<file path="config.mk">
export PLATFORM = sky130hd
export DESIGN_NAME = iq_interp2x
export DESIGN_NICKNAME = d
export VERILOG_FILES = /design/src/rtl/iq_interp_pkg.sv /design/src/rtl/iq_pair_latch.sv /design/src/rtl/iq_hb_interp.sv /design/src/rtl/iq_interp2x.sv
export SDC_FILE = /design/constraint.sdc
export NUM_CORES = 1
export LEC_CHECK = 0
export BUFFER_PORTS_ARGS = -buffer_cell sky130_fd_sc_hd__buf_4
export CORE_MARGIN = 2
export CORE_UTILIZATION = 60
export CTS_BUF_LIST = sky130_fd_sc_hd__clkbuf_16
export DETAILED_ROUTE_END_ITERATION = 10
export PLACE_DENSITY = 0.78
export SLEW_MARGIN = 20
export SYNTH_ARGS = -nofsm -noshare
export SYNTH_HDL_FRONTEND = slang
export SYNTH_SLANG_ARGS = --single-unit
</file>
<file path="constraint.sdc">
create_clock -name clk -period 6.85 [get_ports clk]
set_input_delay 1.37 -clock clk [delete_from_list [all_inputs] [get_ports clk]]
set_output_delay 1.37 -clock clk [all_outputs]
set_load 0.01 [all_outputs]
</file>
<file path="src/rtl/iq_interp_pkg.sv">
// Package: shared constants and types for the interleaved I/Q 2x interpolator.
// Assumes the half-band kernel (-1, 0, 9, 16, 9, 0, -1) / 16 throughout.
package iq_interp_pkg;
    localparam int HB_TAPS        = 7;   // full kernel length
    localparam int HB_GAIN_SHIFT  = 4;   // divide by 16
    localparam int HB_INNER_COEF  = 9;   // taps adjacent to the centre
    localparam int HB_OUTER_COEF  = -1;  // outermost taps
    localparam int NUM_CHANNELS   = 2;   // I and Q

    // Output phase of one interpolator
    typedef enum logic [1:0] {
        PH_IDLE   = 2'd0,   // nothing to emit on the next edge
        PH_LOADED = 2'd1,   // new sample shifted in, emit stored sample next
        PH_MID    = 2'd2    // emit the filtered half-way sample next
    } hb_phase_t;
endpackage

</file>
<file path="src/rtl/iq_pair_latch.sv">
// Module: iq_pair_latch
// Splits the shared bus into I/Q pairs. An I word is held until a Q word
// arrives; the pair is then presented for one cycle with pair_v high.
// Assumes a Q word without a held I word is to be dropped.
module iq_pair_latch #(
    parameter int W = 10
) (
    input  logic         clk,
    input  logic         rst_n,
    input  logic         wr_en,
    input  logic         sel_i,
    input  logic [W-1:0] din,
    output logic         pair_v,
    output logic [W-1:0] pair_i,
    output logic [W-1:0] pair_q
);
    logic         i_held;
    logic [W-1:0] i_word;

    // Capture I words, complete pairs on Q words, emit a one-cycle pair pulse
    always_ff @(posedge clk) begin
        if (!rst_n) begin
            i_held <= 1'b0;
            i_word <= '0;
            pair_v <= 1'b0;
            pair_i <= '0;
            pair_q <= '0;
        end else begin
            pair_v <= 1'b0;
            if (wr_en) begin
                if (sel_i) begin
                    i_word <= din;
                    i_held <= 1'b1;
                end else if (i_held) begin
                    pair_v <= 1'b1;
                    pair_i <= i_word;
                    pair_q <= din;
                    i_held <= 1'b0;
                end
            end
        end
    end


    pair_from_q_chk: assert property (@(posedge clk) disable iff (!rst_n)
        pair_v |-> $past(wr_en && !sel_i));


    pair_spacing_chk: assert property (@(posedge clk) disable iff (!rst_n)
        pair_v |=> !pair_v);
endmodule

</file>
<file path="src/rtl/iq_hb_interp.sv">
// Module: iq_hb_interp
// One channel of 2x half-band interpolation. Each shift pulse loads a new
// sample; the next two edges emit the stored centre sample, then the
// rounded, saturated midpoint from the four held samples.
// Assumes shift pulses are at least two cycles apart.
module iq_hb_interp
    import iq_interp_pkg::*;
#(
    parameter int W = 10
) (
    input  logic         clk,
    input  logic         rst_n,
    input  logic         shift,
    input  logic [W-1:0] din,
    output logic [W-1:0] dout,
    output logic         dvalid
);
    localparam int HELD = (HB_TAPS + 1) / 2;          // non-zero polyphase taps
    localparam int AW   = W + HB_GAIN_SHIFT + 2;      // accumulator width
    localparam logic signed [AW-1:0] K_IN  = AW'(HB_INNER_COEF);
    localparam logic signed [AW-1:0] K_OUT = AW'(HB_OUTER_COEF);
    localparam logic signed [AW-1:0] RND   = AW'(1 << (HB_GAIN_SHIFT - 1));
    localparam logic signed [AW-1:0] MAXV  = AW'((1 << (W - 1)) - 1);
    localparam logic signed [AW-1:0] MINV  = AW'(-(1 << (W - 1)));

    logic signed [W-1:0]  tap [HELD];
    hb_phase_t            ph;
    logic signed [AW-1:0] acc;
    logic signed [AW-1:0] scaled;
    logic signed [W-1:0]  mid_val;

    // Polyphase midpoint: weighted sum, round, scale, saturate
    always_comb begin
        acc    = K_IN  * (AW'(tap[1]) + AW'(tap[2]))
               + K_OUT * (AW'(tap[0]) + AW'(tap[3])) + RND;
        scaled = acc >>> HB_GAIN_SHIFT;
        if (scaled > MAXV)
            mid_val = MAXV[W-1:0];
        else if (scaled < MINV)
            mid_val = MINV[W-1:0];
        else
            mid_val = scaled[W-1:0];
    end

    // Delay line: newest sample at tap[0]
    always_ff @(posedge clk) begin
        if (!rst_n) begin
            for (int k = 0; k < HELD; k++) tap[k] <= '0;
        end else if (shift) begin
            tap[0] <= $signed(din);
            for (int k = 1; k < HELD; k++) tap[k] <= tap[k-1];
        end
    end

    // Phase sequencer and output register
    always_ff @(posedge clk) begin
        if (!rst_n) begin
            ph     <= PH_IDLE;
            dout   <= '0;
            dvalid <= 1'b0;
        end else begin
            case (ph)
                PH_LOADED: begin dout <= tap[2];  dvalid <= 1'b1; end
                PH_MID:    begin dout <= mid_val; dvalid <= 1'b1; end
                default:   dvalid <= 1'b0;
            endcase
            if (shift)               ph <= PH_LOADED;
            else if (ph == PH_LOADED) ph <= PH_MID;
            else                     ph <= PH_IDLE;
        end
    end


    valid_after_shift_chk: assert property (@(posedge clk) disable iff (!rst_n)
        dvalid |-> ($past(shift, 2) || $past(shift, 3)));


    hold_when_idle_chk: assert property (@(posedge clk) disable iff (!rst_n)
        (!dvalid && $past(rst_n)) |-> $stable(dout));
endmodule

</file>
<file path="src/rtl/iq_interp2x.sv">
// Module: iq_interp2x (top)
// Interleaved I/Q bus in, two matched 2x interpolated channels out that
// update on the same edge under one valid flag.
// Assumes the bus carries two's complement words.
module iq_interp2x
    import iq_interp_pkg::*;
#(
    parameter int DATA_W = 10
) (
    input  logic              clk,
    input  logic              rst_n,
    input  logic [DATA_W-1:0] din,
    input  logic              wr_en,
    input  logic              sel_i,
    output logic [DATA_W-1:0] i_out,
    output logic [DATA_W-1:0] q_out,
    output logic              out_valid
);
    logic              pair_v;
    logic [DATA_W-1:0] ch_in  [NUM_CHANNELS];
    logic [DATA_W-1:0] ch_out [NUM_CHANNELS];
    logic              ch_v   [NUM_CHANNELS];

    iq_pair_latch #(.W(DATA_W)) u_pair (
        .clk    (clk),
        .rst_n  (rst_n),
        .wr_en  (wr_en),
        .sel_i  (sel_i),
        .din    (din),
        .pair_v (pair_v),
        .pair_i (ch_in[0]),
        .pair_q (ch_in[1])
    );

    // One identical interpolator per channel
    for (genvar c = 0; c < NUM_CHANNELS; c++) begin : g_chan
        iq_hb_interp #(.W(DATA_W)) u_hb (
            .clk    (clk),
            .rst_n  (rst_n),
            .shift  (pair_v),
            .din    (ch_in[c]),
            .dout   (ch_out[c]),
            .dvalid (ch_v[c])
        );
    end

    assign i_out     = ch_out[0];
    assign q_out     = ch_out[1];
    assign out_valid = ch_v[0] & ch_v[1];


    chan_aligned_chk: assert property (@(posedge clk) disable iff (!rst_n)
        ch_v[0] == ch_v[1]);
endmodule

</file>
# --- Word level (Yosys, flattened, before mapping) ---
# Memory sizes are Yosys's and may differ from the RTL's.
# Index checks and enable logic that the tools add are counted.
# Widths: inputs -> output; s select.
totals:
  ff_bits: 58
  ram_bits: 80
  in_bits: 14
  output_inout_bits: 21
  wordCells: 81
  mem_count: 2
memory_table:
  columns: ["name", "words", "width", "rd", "rd_ports_with_merged_regs", "write_ports", "line", "text"]
  rows:
  - ["g_chan[0].u_hb.tap", 4, 10, 4, 0, 4, "iq_hb_interp.sv:26", "logic signed [W-1:0] tap [HELD];"]
  - ["g_chan[1].u_hb.tap", 4, 10, 4, 0, 4, "iq_hb_interp.sv:26", null]
classes:
  addsub: 10
  multipliers: 2
  magnitude_cmp: 4
  n_eq_ne: 4
  n_mux: 26
  bitwise: 12
  reduce_logical: 8
ops:
  columns: ["op", "count"]
  rows:
  - ["$mux 10", 12]
  - ["$add 10x10->11", 4]
  - ["$pmux 10 s2", 2]
  - ["$add 16x16->16", 2]
  - ["$add 16x5->16 const B", 2]
  - ["$mul 5x16->16 const A", 2]
  - ["$neg 16->16", 2]
  - ["$gt 12x10->1 const B", 2]
  - ["$lt 12x10->1 const B", 2]
  - ["$mux 1", 10]
  - ["$or 1x1->1", 8]
  - ["$reduce_or 2->1", 3]
  - ["$eq 2x1->1 const B", 2]
  - ["$eq 2x2->1 const B", 2]
  - ["$mux 2", 2]
  - ["$reduce_bool 2->1", 2]
  - ["$not 1->1", 3]
  - ["$reduce_and 3->1", 1]
  - ["$reduce_or 3->1", 1]
  - ["$reduce_and 2->1", 1]
  - ["$and 1x1->1", 1]

# --- Depth between registers and ports, before layout ---
# An unclocked memory read counts as a cell.
depth:
  depth_word: 9
  ltp_mapped: 25
  mapped_depth_nobuf: 25

# --- Hierarchy ---
# A second synthesis with hierarchy kept.
hier_totals:
  hier_cells: 990
  hier_area_um2: 9818.2
by_module_without_submodules:
  columns: ["module", "instances", "cells_each", "area_per_inst_um2", "seq_area_each_um2"]
  rows:
  - ["iq_hb_interp (g_chan[1].u_hb)", 1, 439, 4352.9, 1461.4]
  - ["iq_hb_interp (g_chan[0].u_hb)", 1, 411, 4150.2, 1461.4]
  - ["iq_pair_latch", 1, 139, 1308.8, 640.6]
  - ["iq_interp2x", 1, 1, 6.3, 0.0]

# --- Worst setup path before layout ---
# No wires, ideal clock.
synth_path:
  path_type: "flip-flop to flip-flop"
  startpoint: "memory g_chan[1].u_hb.tap[12][1], in the netlist g_chan[1].u_hb.tap[3][1]"
  endpoint: "register g_chan[1].u_hb.dout[6]"
  setup_ns: 0.069
  arrival_ns: 5.299
  required_ns: 6.781
  slack_ns: 1.482
  stages_incl_launch_ff: 25
  path_buffers: 0
  period_less_slack_ns: 5.368
  path_cell_list: "edfxtp_1 > ha_1 > a21o_1 > a21oi_1 > o21ai_0 > a21oi_1 > o21ai_0 > a21oi_1 > nor4bb_1 > a211oi_1 > ha_1 > inv_1 > fa_1 > inv_1 > ha_1 > ha_1 > ha_1 > and3_1 > and3_1 > a221oi_2 > or4_4 > and3_4 > o41ai_4 > a31oi_1 > o21ai_1"
synth_lines:
  columns: ["element", "line", "text"]
  rows:
  - ["start, declared", "iq_hb_interp.sv:26", null]
  - ["end signal, assigned", "iq_hb_interp.sv:59", "dout <= '0;"]
  - ["end signal, assigned", "iq_hb_interp.sv:63", "PH_LOADED: begin dout <= tap[2]; dvalid <= 1'b1; end"]
  - ["end signal, assigned", "iq_hb_interp.sv:64", "PH_MID: begin dout <= mid_val; dvalid <= 1'b1; end"]
  - ["end, declared", "iq_hb_interp.sv:15", "output logic [W-1:0] dout,"]

==> impl_metrics.yaml <==
synthesis:
  yosys_warnings: 0
  synthesis.nets: 1173
  yosysSeqAreaShare_pct: 36.7
  synth.avg_cell_area_sq_um: 9.73
  synth_edf_count: 80
  ys_types: 60
  synth_cells: 993
  synthesis.area_sq_um: 9670
  synthArstFlopShare_pct: 0
  synthFlopType: "edfxtp_1"
  synth-seq-cells: 137
timing:
  finalSetupViolCount: 0
  fmax_mhz: 163
  grt_setup_unrepaired: "false"
  tightest_slew_ns: 0.938
  drv_slew: 0
  hold_viol_final: 0
  finClkSkew_ns: 0.0142
  fin_crit_sh_pct: 89.3
  relSlewSlack_pct: 37.5
  setup_tns_ns: 0
  min_period_ns: 6.12
global_route:
  first_global_vias: 6478
  grt_pass1_wl_mm: 30.3
  grt_usage_pct: 22.4
  overflow: 0
  antenna_found_initial: 0
  grt_max_degree: 120
drt:
  vias: 6902
  drtPass1Iterations: 4
  vias_per_cell: 5.55
  drtIter0Drc: 417
  drcViolationCount: 0
  avgRoutedWirePerCell_um: 14.7
  ant_nets: 0
  drt-total-wl_mm: 18.2
power_and_ir_drop:
  leakagePower_uw: 0.00517
  p_total_uw: 3280
  ir_drop_mv: 0.207
  p_per_area_nw_per_um2: 307
floorplanning:
  dieArea_sq_um: 17100
  core_area_sq_um: 15800
  rows: 46
  die_h_um: 131
  io_pins: 35
  die_w_um: 131
  initial_core_util_pct: 61.1
critical_path:
  crit_path_max_incr_delay_ns: 0.66
  start_kind: "flop"
  critPathRequiredTime_ns: 7.21
  cp_common_cell: "ha_1"
  critPathMaxFanout: 9
  endpoint_kind: "flop"
  worst-path-buf-inv: 1
  crit_family: "compound AO/OA/AOI/OAI gates"
  critical_path_class: "flop to flop"
  critPathSlowestCell: "a22oi_1"
  arrival_ns: 6.47
  path_cells: "ha_1 > inv_1 > fa_1 > nor2b_1 > o21ai_0 > a21boi_0 > o21ai_0 > a21oi_1 > o21ai_0 > a22oi_1 > ha_1 > xor2_1 > xnor2_1 > ha_1 > ha_1 > ha_1 > nand2_1 > or4_4 > and3_4 > o41ai_4 > a21oi_1 > o21ai_1"
run:
  drv_cap: 0
clock_tree:
  root_buffer: "clkbuf_16"
  cts_buffers: 17
  worstSkewPairLatency_ns: 0.43
  post-cts-setup-buffers: 0
  htree_levels: 4
  ctsResizeCount: 0
  cts_tree: "yes"
  clock_sinks: 137
  cts_buffer_depth: 2
  holdBufCountCts: 0
  clk_pin_slew_ns: 0.06
layout:
  fin_util_pct: 67.5
  diodes: 0
  areaGrowthSynthToFinish_pct: 10.6
  layout-drive-gt1-share_pct: 8.37
  nets: 1195
min_path:
  min_path_type: "flop to flop"
placed_design:
  gp_congestion: 0.832
  dpl.hpwl_mm: 13.4
  portBuffers: 34
outcome:
  run_status: "completed"
==> tightest hold or removal path, delay by kind of cell (launching register included) <==
kind / cells / cell delay (ns)
compound gates: 1 / 0.05
flops: 1 / 0.31
simple gates: 1 / 0.05
==> layout by cell type, fill, tap and decap left out, types with 15 or more instances in the layout <==
cell type and count:
xor2_1 23, a21boi_0 35, buf_4 36, xnor2_1 31, a21oi_1 38, o21ai_0 49
clkbuf_16 18, fa_1 26, nand2_1 94, and3_1 85, a21o_1 15, edfxtp_1 80
inv_1 139, dfxtp_1 56, ha_1 140, nor2_1 27
==> sequential cells by signal, summed over array words and instances (netlist names) <==
signal and flops:
u_pair.i_held 1, g_chan.u_hb.dvalid 2, u_pair.pair_v 1, g_chan.u_hb.tap 80
u_pair.pair_q 10, g_chan.u_hb.ph 3, u_pair.i_word 10, u_pair.pair_i 10
g_chan.u_hb.dout 20
==> cells in the mapped netlist (6+ instances only) <==
master	n	share of area, %
nand2_1	94	3.7
clkbuf_1	31	1.2
and2_1	6	0.39
nor3_1	9	0.47
a21boi_0	35	2.7
ha_1	140	18
o21ai_1	9	0.47
edfxtp_1	80	25
a21o_1	15	1.2
dfxtp_1	57	12
fa_1	26	5.4
o21ai_0	49	2.5
and3_1	85	5.5
inv_1	138	5.4
xnor2_1	31	2.8
nor2b_1	9	0.58
xor2_1	23	2.1
a21oi_1	38	2.0
nor2_1	27	1.0
a22oi_1	9	0.70
==> layout make-up <==
| type | count | area [sq um] |
|---|---|---|
| tap | 216 | 270 |
| multi-input combinational | 684 | 5480 |
| timing repair buffer | 37 | 298 |
| clock inverter | 14 | 121 |
| fill | 1217 | 5140 |
| sequential | 137 | 3540 |
| clock buffer | 18 | 450 |
| inverter | 138 | 518 |
==> final timing paths <==
kind                            start                     end  slack, ns  cells after the start
min            g_chan[1].u_hb.dout[6]  g_chan[1].u_hb.dout[6]       0.45                      2
max          g_chan[1].u_hb.tap[2][0]  g_chan[1].u_hb.dout[5]       0.73                     22
max reg2reg  g_chan[1].u_hb.tap[2][0]  g_chan[1].u_hb.dout[5]       0.73                     22
min reg2reg    g_chan[1].u_hb.dout[6]  g_chan[1].u_hb.dout[6]       0.45                      2
==> where the power goes <==
part	internal, uW	switching [uW]
logic	628	845
registers	894	17.9
clock network	523	369
total	2050	1230
==> cell families after synthesis <==
logic type	Yosys count	synth area share (%)
AOI/OAI and AO/OA	196	13.6
buffers and inverters	172	6.68
DFF	137	36.7
and+or+nand+nor	264	14.2
muxes	4	0.427
xor gates and xnor gates	54	4.89
adders and majority gates	166	23.5
==> through the flow <==
stage | hold slack (ns) | setup slack [ns] | area [sq um] | cells
after floorplan | 0.439 | 1.48 | 9670 | 993
after global placement | 0.437 | 0.979 | 10100 | 1211
after detailed placement | 0.442 | 0.830 | 10100 | 1211
after CTS | 0.451 | 0.783 | 10700 | 1243
after global routing | 0.466 | 0.333 | 10700 | 1244
final | 0.446 | 0.731 | 10700 | 1244
==> per-layer routing <==
| metal | up-vias | share of wire, % | GRT usage, % |
|---|---|---|---|
| li1 | 3510 | - | - |
| met5 | - | 0 | 0 |
| met2 | 110 | 45 | 35.3 |
| met3 | 21 | 3.3 | 3.38 |
| met4 | 0 | 1.4 | 6.70 |
| met1 | 3261 | 50 | 32.3 |
Note: power is estimated with default switching activity, not from simulation.
